File: src/rtl/spe_pkg.sv
package spe_pkg;
  typedef enum logic [2:0] {
    K_POLL0,
    K_POLLN,
    K_CMD,
    K_READ,
    K_DONE
  } frame_kind_t;

  localparam logic [7:0] STATUS_BYTE = 8'hFF;
  localparam logic [7:0] READ_OPCODE = 8'h05;
endpackage

File: src/rtl/spe_byte_order.sv
module spe_byte_order #(
  parameter int NBYTES = 16
) (
  input  logic [8*NBYTES-1:0] din,
  output logic [8*NBYTES-1:0] dout
);
  for (genvar i = 0; i < NBYTES; i++) begin : g_swap
    assign dout[8*i +: 8] = din[8*(NBYTES-1-i) +: 8];
  end
endmodule

File: src/rtl/spe_frame_shifter.sv
module spe_frame_shifter #(
  parameter int FRAME_BITS = 136,
  parameter int RX_BITS    = 128,
  parameter int DIV_W      = 8,
  localparam int BW        = $clog2(FRAME_BITS + 1)
) (
  input  logic                  clk,
  input  logic                  rst_n,
  input  logic                  go,
  input  logic [BW-1:0]         nbits,
  input  logic [FRAME_BITS-1:0] tx_in,
  input  logic [DIV_W-1:0]      half,
  input  logic                  miso,
  output logic                  sclk,
  output logic                  mosi,
  output logic                  cs_n,
  output logic                  fin,
  output logic [RX_BITS-1:0]    rx
);
  typedef enum logic [1:0] {F_IDLE, F_LEAD, F_LOW, F_HIGH} fstate_t;

  fstate_t               st;
  logic [FRAME_BITS-1:0] tx;
  logic [BW-1:0]         left;
  logic [DIV_W-1:0]      cnt;

  assign mosi = tx[FRAME_BITS-1];

  always_ff @(posedge clk) begin
    if (!rst_n) begin
      st   <= F_IDLE;
      tx   <= '0;
      left <= '0;
      cnt  <= '0;
      sclk <= 1'b1;
      cs_n <= 1'b1;
      fin  <= 1'b0;
      rx   <= '0;
    end else begin
      fin <= 1'b0;
      unique case (st)
        F_IDLE: if (go) begin
          tx   <= tx_in;
          left <= nbits;
          cs_n <= 1'b0;
          cnt  <= half - 1'b1;
          st   <= F_LEAD;
        end
        F_LEAD: if (cnt == '0) begin
          sclk <= 1'b0;
          cnt  <= half - 1'b1;
          st   <= F_LOW;
        end else cnt <= cnt - 1'b1;
        F_LOW: if (cnt == '0) begin
          sclk <= 1'b1;
          rx   <= {rx[RX_BITS-2:0], miso};
          cnt  <= half - 1'b1;
          st   <= F_HIGH;
        end else cnt <= cnt - 1'b1;
        F_HIGH: if (cnt == '0) begin
          if (left == BW'(1)) begin
            cs_n <= 1'b1;
            fin  <= 1'b1;
            st   <= F_IDLE;
          end else begin
            sclk <= 1'b0;
            tx   <= {tx[FRAME_BITS-2:0], 1'b0};
            left <= left - 1'b1;
            cnt  <= half - 1'b1;
            st   <= F_LOW;
          end
        end else cnt <= cnt - 1'b1;
        default: st <= F_IDLE;
      endcase
    end
  end
endmodule

File: src/rtl/spi_prog_engine.sv
module spi_prog_engine
  import spe_pkg::*;
#(
  parameter int NBYTES    = 16,
  parameter int DIV_W     = 8,
  parameter int LIM_W     = 8,
  parameter int READY_BIT = 1,
  localparam int PB       = 8 * NBYTES,
  localparam int FB       = 8 + PB,
  localparam int BW       = $clog2(FB + 1),
  localparam int GW       = DIV_W + 2
) (
  input  logic             clk,
  input  logic             rst_n,
  input  logic             start,
  input  logic [7:0]       op_cmd,
  input  logic             op_read,
  input  logic [PB-1:0]    wr_payload,
  input  logic [LIM_W-1:0] poll_limit,
  input  logic [DIV_W-1:0] clk_half,
  output logic             busy,
  output logic             done,
  output logic             timeout_err,
  output logic [PB-1:0]    rd_payload,
  output logic             sclk,
  output logic             mosi,
  output logic             cs_n,
  input  logic             miso
);
  typedef enum logic [1:0] {T_IDLE, T_FRAME, T_GAP} tstate_t;

  tstate_t          st;
  frame_kind_t      cur_k, next_k, pend_k;
  logic [7:0]       cmd_q;
  logic             read_q, hit_limit, go, fin;
  logic [PB-1:0]    pay_q, pay_rev, rx, rx_ordered;
  logic [LIM_W-1:0] lim_q, polls;
  logic [DIV_W-1:0] half_q;
  logic [GW-1:0]    gap;
  logic [FB-1:0]    tx_vec;
  logic [BW-1:0]    nbits;

  spe_byte_order #(.NBYTES(NBYTES)) u_tx_order (.din(pay_q), .dout(pay_rev));
  spe_byte_order #(.NBYTES(NBYTES)) u_rx_order (.din(rx), .dout(rx_ordered));

  always_comb begin
    unique case (cur_k)
      K_CMD:   begin tx_vec = {cmd_q, pay_rev};          nbits = BW'(FB); end
      K_READ:  begin tx_vec = {READ_OPCODE, {PB{1'b0}}}; nbits = BW'(FB); end
      default: begin tx_vec = {STATUS_BYTE, {PB{1'b0}}}; nbits = BW'(8);  end
    endcase
  end

  spe_frame_shifter #(.FRAME_BITS(FB), .RX_BITS(PB), .DIV_W(DIV_W)) u_shift (
    .clk(clk), .rst_n(rst_n), .go(go), .nbits(nbits), .tx_in(tx_vec),
    .half(half_q), .miso(miso), .sclk(sclk), .mosi(mosi), .cs_n(cs_n),
    .fin(fin), .rx(rx)
  );

  logic             last_poll;
  logic [LIM_W-1:0] lim_eff;
  assign lim_eff   = (lim_q == '0) ? LIM_W'(1) : lim_q;
  assign last_poll = ({1'b0, polls} + 1'b1) >= {1'b0, lim_eff};

  always_ff @(posedge clk) begin
    if (!rst_n) begin
      st          <= T_IDLE;
      cur_k       <= K_POLL0;
      next_k      <= K_DONE;
      pend_k      <= K_CMD;
      cmd_q       <= '0;
      read_q      <= 1'b0;
      pay_q       <= '0;
      lim_q       <= '0;
      half_q      <= DIV_W'(1);
      polls       <= '0;
      gap         <= '0;
      go          <= 1'b0;
      busy        <= 1'b0;
      done        <= 1'b0;
      hit_limit   <= 1'b0;
      timeout_err <= 1'b0;
      rd_payload  <= '0;
    end else begin
      go   <= 1'b0;
      done <= 1'b0;
      unique case (st)
        T_IDLE: if (start) begin
          cmd_q       <= op_cmd;
          read_q      <= op_read;
          pay_q       <= wr_payload;
          lim_q       <= poll_limit;
          half_q      <= (clk_half == '0) ? DIV_W'(1) : clk_half;
          busy        <= 1'b1;
          hit_limit   <= 1'b0;
          timeout_err <= 1'b0;
          pend_k      <= K_CMD;
          cur_k       <= K_POLL0;
          go          <= 1'b1;
          st          <= T_FRAME;
        end
        T_FRAME: if (fin) begin
          st  <= T_GAP;
          gap <= ({2'b00, half_q} << 2) - 1'b1;
          unique case (cur_k)
            K_POLL0: begin
              polls  <= '0;
              next_k <= K_POLLN;
            end
            K_POLLN: begin
              if (rx[READY_BIT]) next_k <= pend_k;
              else if (last_poll) begin
                hit_limit <= 1'b1;
                next_k    <= K_DONE;
              end else begin
                polls  <= polls + 1'b1;
                next_k <= K_POLLN;
              end
            end
            K_CMD: begin
              if (read_q) begin
                pend_k <= K_READ;
                next_k <= K_POLL0;
              end else next_k <= K_DONE;
            end
            default: begin
              rd_payload <= rx_ordered;
              next_k     <= K_DONE;
            end
          endcase
        end
        T_GAP: begin
          if (gap == '0) begin
            if (next_k == K_DONE) begin
              busy        <= 1'b0;
              done        <= 1'b1;
              timeout_err <= hit_limit;
              st          <= T_IDLE;
            end else begin
              cur_k <= next_k;
              go    <= 1'b1;
              st    <= T_FRAME;
            end
          end else gap <= gap - 1'b1;
        end
        default: st <= T_IDLE;
      endcase
    end
  end
endmodule

File: config.mk
export PLATFORM = sky130hd
export DESIGN_NAME = spi_prog_engine
export DESIGN_NICKNAME = d
export VERILOG_FILES = /design/src/rtl/spe_pkg.sv /design/src/rtl/spe_byte_order.sv /design/src/rtl/spe_frame_shifter.sv /design/src/rtl/spi_prog_engine.sv
export SDC_FILE = /design/constraint.sdc
export NUM_CORES = 1
export LEC_CHECK = 0
export BUFFER_PORTS_ARGS = -buffer_cell sky130_fd_sc_hd__buf_2
export CAP_MARGIN = 20
export CELL_PAD_IN_SITES_DETAIL_PLACEMENT = 0
export CELL_PAD_IN_SITES_GLOBAL_PLACEMENT = 2
export CORE_ASPECT_RATIO = 1.5
export CORE_MARGIN = 1.5
export CORE_UTILIZATION = 33
export DETAILED_ROUTE_END_ITERATION = 10
export GPL_ROUTABILITY_DRIVEN = 0
export GPL_TIMING_DRIVEN = 0
export PLACE_DENSITY_LB_ADDON = 0.2
export SETUP_SLACK_MARGIN = 0.4
export SYNTH_ARGS = -nofsm -noshare
export SYNTH_HDL_FRONTEND = slang
export SYNTH_SLANG_ARGS = --single-unit
File: constraint.sdc
create_clock -name clk -period 3.9 [get_ports clk]
set_clock_uncertainty 0.05 [all_clocks]
set_input_delay 0.195 -clock clk [delete_from_list [all_inputs] [get_ports clk]]
set_output_delay 0.195 -clock clk [all_outputs]
set_load 0.1 [all_outputs]
==> summary.md, run 1 <==
The run gives 0 as the total count of hold-check failures in the final report. The type of the most critical hold path is in -> reg. The number of register bits inferred by synthesis is 598, and the multi-input combinational cell area is 10000 µm².

The buffer cell driving the clock tree root was sky130_fd_sc_hd__clkbuf_16. Among all flip-flop cells after synthesis, the most frequent one is sky130_fd_sc_hd__dfxtp_1. For this run, the top clock speed supported by timing is 307 MHz. Summing the areas of all compound-gate instances in the mapped netlist gives 17.1% of the synthesized area. Leaving out fill and tap cells, the most frequent cell in the layout is sky130_fd_sc_hd__nand2_1. Of the total synthesized cell area, the portion taken by XOR and XNOR cells is 0.608%.

Counting flops with a built-in enable in the synthesized netlist gives 0. The tools report the number of different library cells in the post-synthesis netlist as 53. Sum of buffers and inverters on the critical path: 1.

The summed instance area of the synthesized netlist was 23000 µm². The routed via count divided by cell count came out at 4.95. Residual DRC count: 0.

Counting along the longest clock path gives a buffer depth of 3. Detailed routing inserted a total of 21900 vias. From bottom edge to top edge, the die measures 327 µm. Once routing completed, OpenROAD measured the worst setup slack at 0.647 ns. The synthesized netlist devotes 24.8% of its cell area to simple gates.

At the pin with the least slew margin, the transition time is 0.973 ns. The tools report the via count of the first global-routing pass as 21900. The initial antenna violation count is 3, and the area of the core is 69100 µm².

In this run the biggest area consumer among cell types represents 52.0% of the synthesized area. During synthesis, Yosys emitted a total of 0 warnings. Pin placement for this block handled 291 I/O pins.

Synthesis produced a netlist with a net count of 3148. Entering global routing, the biggest net connects 16 pins. TritonCTS built the clock tree. Core utilization of the finished layout: 42.4%. Summed over all layers, the global routing overflow is 0. Counting the buffers created by CTS gives 60. Registers take 12000 µm². Setup repair after global routing left no endpoint under its margin.

For this run, the post-layout net count is 3656. The worst register-to-register path has a setup slack of 0.65 ns. The synthesized design spends more area on one cell type than any other, namely sky130_fd_sc_hd__dfxtp_1. The sequential-to-total area share from yosys stat is 52.0%, and the minimum clock period after layout is 3.25 ns.

Clock-pin slew was measured on the worst setup and hold paths at 0.07 ns. The sum of negative setup slack was 0 ns. Walking the worst path, the cells encountered are nand3_2 -> or2_2 -> nor2_1 -> xor2_1 -> ha_1 -> o21ai_0 -> nor2_1 -> a221o_1 -> or3_1 -> or3_1 -> buf_2 -> o31ai_1.

The final critical path takes up 83.4% of the cycle. The floorplan step set the die width to 219 µm. The first global-routing pass estimated 119000 µm of wire. The critical path data required time is 4.39 ns, and the maximum fanout along the worst path is 6. Total power for the finished layout comes to 0.0150 W.

The logs give 71400 µm² for the die footprint and 4166 for the cell total after placement. Summing the areas of all fa, ha and maj instances in the mapped netlist gives 0.815% of the synthesized area. The library cells used most frequently in the layout, excluding fill and tap cells, are sky130_fd_sc_hd__nand2_1 (1003), sky130_fd_sc_hd__dfxtp_1 (595), sky130_fd_sc_hd__a21oi_1 (447). In this run, the number of DRC markers left after iteration 0 of detailed routing was 1238.

In the final routed layout, each cell accounts on average for 17.4 µm. The worst slack after detailed placement was 0.507 ns. CTS built an H-tree with a depth of 2.

In this run the tightest slew margin relative to its limit is 35.1%. For the detailed-router iteration count before antenna repair, the log shows 5. The number of antenna diodes in the final layout is 0. The tools report the worst endpoint data arrival time as 3.74 ns. The tools report the kind of start point of the critical path as a flip-flop. The highest cell delay on the worst timing path is 0.39 ns, and the final-layout fill cell count is 7049.

The slowest cell on the critical path was sky130_fd_sc_hd__dfxtp_2. The worst setup path is captured at a flip-flop. For this design, the sink count on the clock tree is 598. Across every metal layer, demand over resource in global routing totals 21.0%.

The run gives 0 as the remaining antenna violation count. The post-synthesis cell count is 2976, and the power density over cell area is 512 nW/µm². The floorplan has 118 rows. Compared with the post-synthesis result, the final layout area differs by 27.3%.

The final layout contains routed wiring with a total length of 76900 µm. The worst vdd rail ir drop was 319 µV; the leakage power summed over all cells was 10.4 nW. The flow ran to the end, and the final reports show no timing, DRC or antenna violations. Category of cells accounting for the largest share of critical-path delay: simple AND/OR/NAND/NOR gates. The portion of synthesized area spent on multiplexers is 0.136%.

Yosys attributes the largest share of cell area to sky130_fd_sc_hd__dfxtp_1 (52%), sky130_fd_sc_hd__nand2_1 (16%), sky130_fd_sc_hd__a21oi_1 (9.7%). Final number of setup-violating endpoints: 0. Path type of the worst setup path: reg -> reg.

The average footprint of a synthesized cell was 7.74 µm². The finished layout holds 4430 standard cells, fillers aside. Of all flip-flops after synthesis, the portion carrying an async set or reset was 0%. Once detailed placement completed, the half-perimeter wirelength came to 56200 µm.

The final max-slew violation count is 0. The tools report the count of max-cap constraint violations as 0. By area, the combinational part of the netlist is dominated by simple AND/OR/NAND/NOR gates. For the worst-skew pair, the clock arrives at the later sink with an insertion delay of 0.65 ns. The port buffer count came out at 290. The run gives 33.3% as the starting density of the core.

The share of final-layout standard cells stronger than drive strength 1 came out at 12.4%.
==> state kept, by name (all words and copies together) (netlist names), 8 cells and up <==
name / flops
gap: 10
u_shift.rx: 128
pay_q: 128
half_q: 8
polls: 8
u_shift.left: 8
u_shift.cnt: 8
rd_payload: 128
u_shift.tx: 136
lim_q: 8
cmd_q: 8
==> logic make-up (layout without fill, tap and decap cells) <==
kind of cell,Yosys count,count (layout)
compound gates,663,663
xor+xnor,16,16
fa+ha+maj,15,15
buf+inv,266,820
flops,598,598
mux,3,3
simple gates,1415,1415
==> power by group <==
part	leakage (nW)	internal, W	switching (W)	total [W]
registers	4.86	0.00646	0.000213	0.00667
logic	4.45	0.000674	0.00136	0.00203
clock network	1.05	0.00377	0.00254	0.00630
total	10.4	0.0109	0.00411	0.0150
==> tightest hold or removal path, stage by stage <==
cell                      delay [ns]
sky130_fd_sc_hd__buf_2          0.12
sky130_fd_sc_hd__nand2_1        0.05
sky130_fd_sc_hd__or3_1          0.08
sky130_fd_sc_hd__buf_2          0.18
sky130_fd_sc_hd__o31ai_1        0.08
==> metrics by stage <==
step / instance area [µm²] / hold slack (ns)
after global routing: 29300 / 0.0717
final: 29300 / 0.0408
after global placement: 25600 / 0.385
after detailed placement: 25600 / 0.393
after floorplan: 23000 / 0.281
after CTS: 29300 / 0.0106
==> final cells by class <==
type                    instances  area share, %
clock inverters                22           1.19
clock buffers                  86           6.11
plain buffers                 246           3.38
flip-flops and latches        598           40.8
inverters                      20          0.256
repair buffers                446           10.3
multi-input cells            2112           34.1
well taps                     900           3.84
==> synthesized netlist by cell type, types with 16 or more instances <==
cell type and n:
sky130_fd_sc_hd__a21oi_1 447, sky130_fd_sc_hd__a311oi_1 128, sky130_fd_sc_hd__buf_2 18, sky130_fd_sc_hd__clkbuf_1 215, sky130_fd_sc_hd__dfxtp_1 598, sky130_fd_sc_hd__inv_1 19, sky130_fd_sc_hd__nand2_1 1003, sky130_fd_sc_hd__nand3_1 158
sky130_fd_sc_hd__nor2_1 182, sky130_fd_sc_hd__nor3_1 16, sky130_fd_sc_hd__o211ai_1 16, sky130_fd_sc_hd__o21ai_0 38
==> layer usage <==
metal  vias to the layer above  track usage [%]  wire (µm)
met5                         -                0         35
met4                         6             5.97       1980
met3                       131             3.69       3450
met2                       450             39.0      39600
met1                     10300             24.2      31900
li1                      11000                -          -
==> path summary, 6_finish.rpt <==
path | startpoint | endpoint | depth (start not counted)
setup / recovery | polls[2] | polls[3] | 12
hold / removal | rst_n | polls[2] | 5
setup reg to reg | polls[2] | polls[3] | 12
hold reg to reg | rd_payload[82] | rd_payload[82] | 2
==> what timing repair did <==
item	CTS	global route
endpoints found under the setup margin	0	9
buffers inserted	0	1
gates resized for setup	0	7
hold endpoints to repair	156	0
hold buffers	155	0
(Power assumes the default switching activity.)
==> run 2: changes to the inputs <==
==> constraint.sdc (replaced) <==
create_clock -name clk -period 3.1 [get_ports clk]
set_clock_uncertainty 0.05 [all_clocks]
set_input_delay 0.155 -clock clk [delete_from_list [all_inputs] [get_ports clk]]
set_output_delay 0.155 -clock clk [all_outputs]
set_load 0.1 [all_outputs]
==> summary.md, run 2 (synthesis results as in run 1) <==
Element type at the critical path end: a flip-flop (unchanged). The transition at the pin with the smallest max-transition slack was 0.935 ns (was 0.973 ns). The final max-slew violation count was 0 (unchanged). The cell that appears most often on the critical path is sky130_fd_sc_hd__or3_1.

The die footprint was 71400 µm² (unchanged). The die extent in x works out to 219 µm (unchanged). The tools report the kind of start point of the critical path as a flip-flop (unchanged). Met3 capacity usage during global routing: 4.21% (was 3.69%).

The residual DRC count came out at 0 (unchanged). Type of the most critical hold path: in -> reg (unchanged). TritonCTS built the clock tree. The register with the most flip-flops was u_shift.tx (unchanged).

The count of placed standard cells in the final layout, fillers left out is 4450 (was 4430). The logs give 0 (unchanged) for the final number of setup-violating endpoints and 330 MHz (was 307 MHz) for the fmax. The starting density of the core came out at 33.3% (unchanged). The violation count after the first detailed-route iteration is 1369 (was 1238), and the critical path data required time is 3.60 ns (was 4.39 ns).

Via count of the first global-routing pass: 21900 (about the same). The run gives 76300 µm (was 76900 µm) as the detailed-route wire length. The height of the chip is 327 µm (unchanged), and the total via count in the routed design is 22200 (was 21900). The I/O pin count is 291 (unchanged), and the remaining antenna violation count is 0 (unchanged). Placement row count: 118 (unchanged). The most crowded layer after global routing was met2 (unchanged). The part of the cycle the worst path needs is 97.8% (was 83.4%), and the number of antenna cells inserted is 0 (unchanged).

The buffer cell driving the clock tree root is sky130_fd_sc_hd__clkbuf_16 (unchanged). The path type of the worst setup path was reg -> reg (unchanged). For the worst endpoint data arrival time, the log shows 3.53 ns (was 3.74 ns). The pin count of the biggest net entering global routing came out at 16 (unchanged). Setup repair after global routing could not meet its margin everywhere. The headroom to the max-slew limit came out at 37.7% (was 35.1%).

For the detailed-router iteration count before antenna repair, the log shows 7 (was 5). The minimum clock period after layout was 3.03 ns (was 3.25 ns). The tools report the total count of hold-check failures in the final report as 0 (unchanged). Routed via count divided by cell count: 5.00 (was 4.95).

The met2 usage in global routing was 37.4% (was 39.0%). The number of clock buffers inserted by TritonCTS was 61 (was 60). The maximum buffer depth of the clock tree is 3 (unchanged), and the area overhead of the layout relative to synthesis is 29.2% (was 27.3%). The tools report the net count reported at finish as 3673 (was 3656). The leading cell type in the layout, fill and taps excluded is sky130_fd_sc_hd__nand2_1 (unchanged). Detailed-route wire length per cell: 17.1 µm (was 17.4 µm). The tools report the worst vdd rail ir drop as 496 µV (was 319 µV).

The met1 layer usage reported by global route was 24.3% (was 24.2%); the flip-flop count of the largest register, all copies and words added was 136 (unchanged). Slowest cell on the critical path: sky130_fd_sc_hd__dfxtp_4 (was sky130_fd_sc_hd__dfxtp_2). The flow ran to the end, and the final reports show no timing, DRC or antenna violations. The maximum fanout along the worst path works out to 6 (unchanged).

For the leakage power summed over all cells, the log shows 10.6 nW (was 10.4 nW). The run gives 0 ns (unchanged) as the sum of negative setup slack. The run gives 2 (unchanged) as the number of H-tree levels. Highest-count cells in the layout ignoring fill and taps: sky130_fd_sc_hd__nand2_1 (1002), sky130_fd_sc_hd__dfxtp_1 (595), sky130_fd_sc_hd__a21oi_1 (447) (was sky130_fd_sc_hd__nand2_1 (1003), sky130_fd_sc_hd__dfxtp_1 (595), sky130_fd_sc_hd__a21oi_1 (447)).

The insertion delay of the later-clocked pin in the worst-skew pair is 0.65 ns (about the same). The cell total after placement is 4166 (unchanged), and the sum of overflow across all layers after global routing is 0 (unchanged). The clock transition time at the flip-flop clock pins of the worst setup and hold paths was 0.07 ns (about the same); the core utilization of the finished layout was 43.1% (was 42.4%).

The highest cell delay on the worst timing path works out to 0.38 ns (was 0.39 ns). The port buffer count was 290 (unchanged). The CTS sink count is 598 (unchanged).

The tools report the overall routing resource usage as 20.8% (was 21.0%). The area of the core came out at 69100 µm² (unchanged). The run gives 4 (was 3) as the initial antenna violation count. Worst-path cell chain: ha_4 -> and3_4 -> nand3_4 -> xnor2_2 -> ha_1 -> a211oi_2 -> nand2_1 -> a221o_1 -> or3_1 -> or3_1 -> buf_6 -> o31ai_4 (was nand3_2 -> or2_2 -> nor2_1 -> xor2_1 -> ha_1 -> o21ai_0 -> nor2_1 -> a221o_1 -> or3_1 -> or3_1 -> buf_2 -> o31ai_1). For the HPWL reported at the end of detailed placement, the log shows 55400 µm (was 56200 µm). The power density over cell area is 642 nW/µm² (was 512 nW/µm²), and the count of max-cap constraint violations is 0 (unchanged). The first-pass GRT wire length was 118000 µm (was 119000 µm); the share of final-layout standard cells stronger than drive strength 1 was 14.4% (was 12.4%).
==> run 2: metal layers <==
| metal | wire length, µm | share of wire (%) | up-vias |
|---|---|---|---|
| met3 | 3930 | 5.2 | 138 |
| met4 | 2520 | 3.3 | 8 |
| met2 | 38100 | 50 | 510 |
| met1 | 31700 | 42 | 10500 |
| li1 | - | - | 11100 |
| met5 | 51 | 0.067 | - |
==> run 2: repair_timing <==
| action | in CTS | in global routing |
|---|---|---|
| setup buffers | 8 | 7 |
| pin swaps | 5 | 5 |
| endpoints found under the hold margin | 162 | 0 |
| hold buffers | 157 | 0 |
| gates resized for setup | 34 | 73 |
| endpoints found under the setup margin | 364 | 372 |
==> run 2: power breakdown <==
part	switching, W	total (W)	internal, W
Clock	0.00324	0.00809	0.00485
Combinational	0.00172	0.00260	0.000883
Sequential	0.000275	0.00840	0.00813
==> run 2: path summary, 6_finish.rpt <==
path / endpoint / slack (ns) / from / cells after the start
setup / recovery: polls[6] / 0.07 / polls[0] / 12
hold / removal: pay_q[127] / 0.23 / wr_payload[127] / 4
setup reg to reg: polls[6] / 0.07 / polls[0] / 12
hold reg to reg: rd_payload[79] / 0.40 / rd_payload[79] / 2
==> run 2: stage by stage <==
stage / instance area (µm²) / power, W / setup WS [ns] / hold WS, ns
finish: 29800 / 0.0191 / 0.0682 / 0.234
global route: 29800 / 0.0200 / -0.0695 / 0.243
CTS: 29600 / 0.0193 / 0.0523 / 0.200
detailed placement: 25700 / 0.0110 / -0.141 / 0.352
global placement: 25700 / 0.0109 / -0.116 / 0.350
floorplan: 23100 / 0.0101 / 0.290 / 0.241
==> run 2: cell type report <==
class                           count  area (µm²)
Fill cell                        7138       39300
Sequential cell                   598       12000
Multi-Input combinational cell   2112       10200
Timing Repair Buffer              462        3140
Clock buffer                       87        1800
Tap cell                          900        1130
Buffer                            246        1070
Clock inverter                     25         393
Inverter                           20        75.1
==> run 2: worst max-delay path: cells and delay by family (launching register included) <==
kind	cells	cell delay [ns]
AND/OR/NAND/NOR	5	1.01
AO/OA/AOI/OAI	3	0.73
adder cells (fa/ha/maj)	2	0.45
flip-flops	1	0.38
buffers and inverters	1	0.16
XOR/XNOR	1	0.14
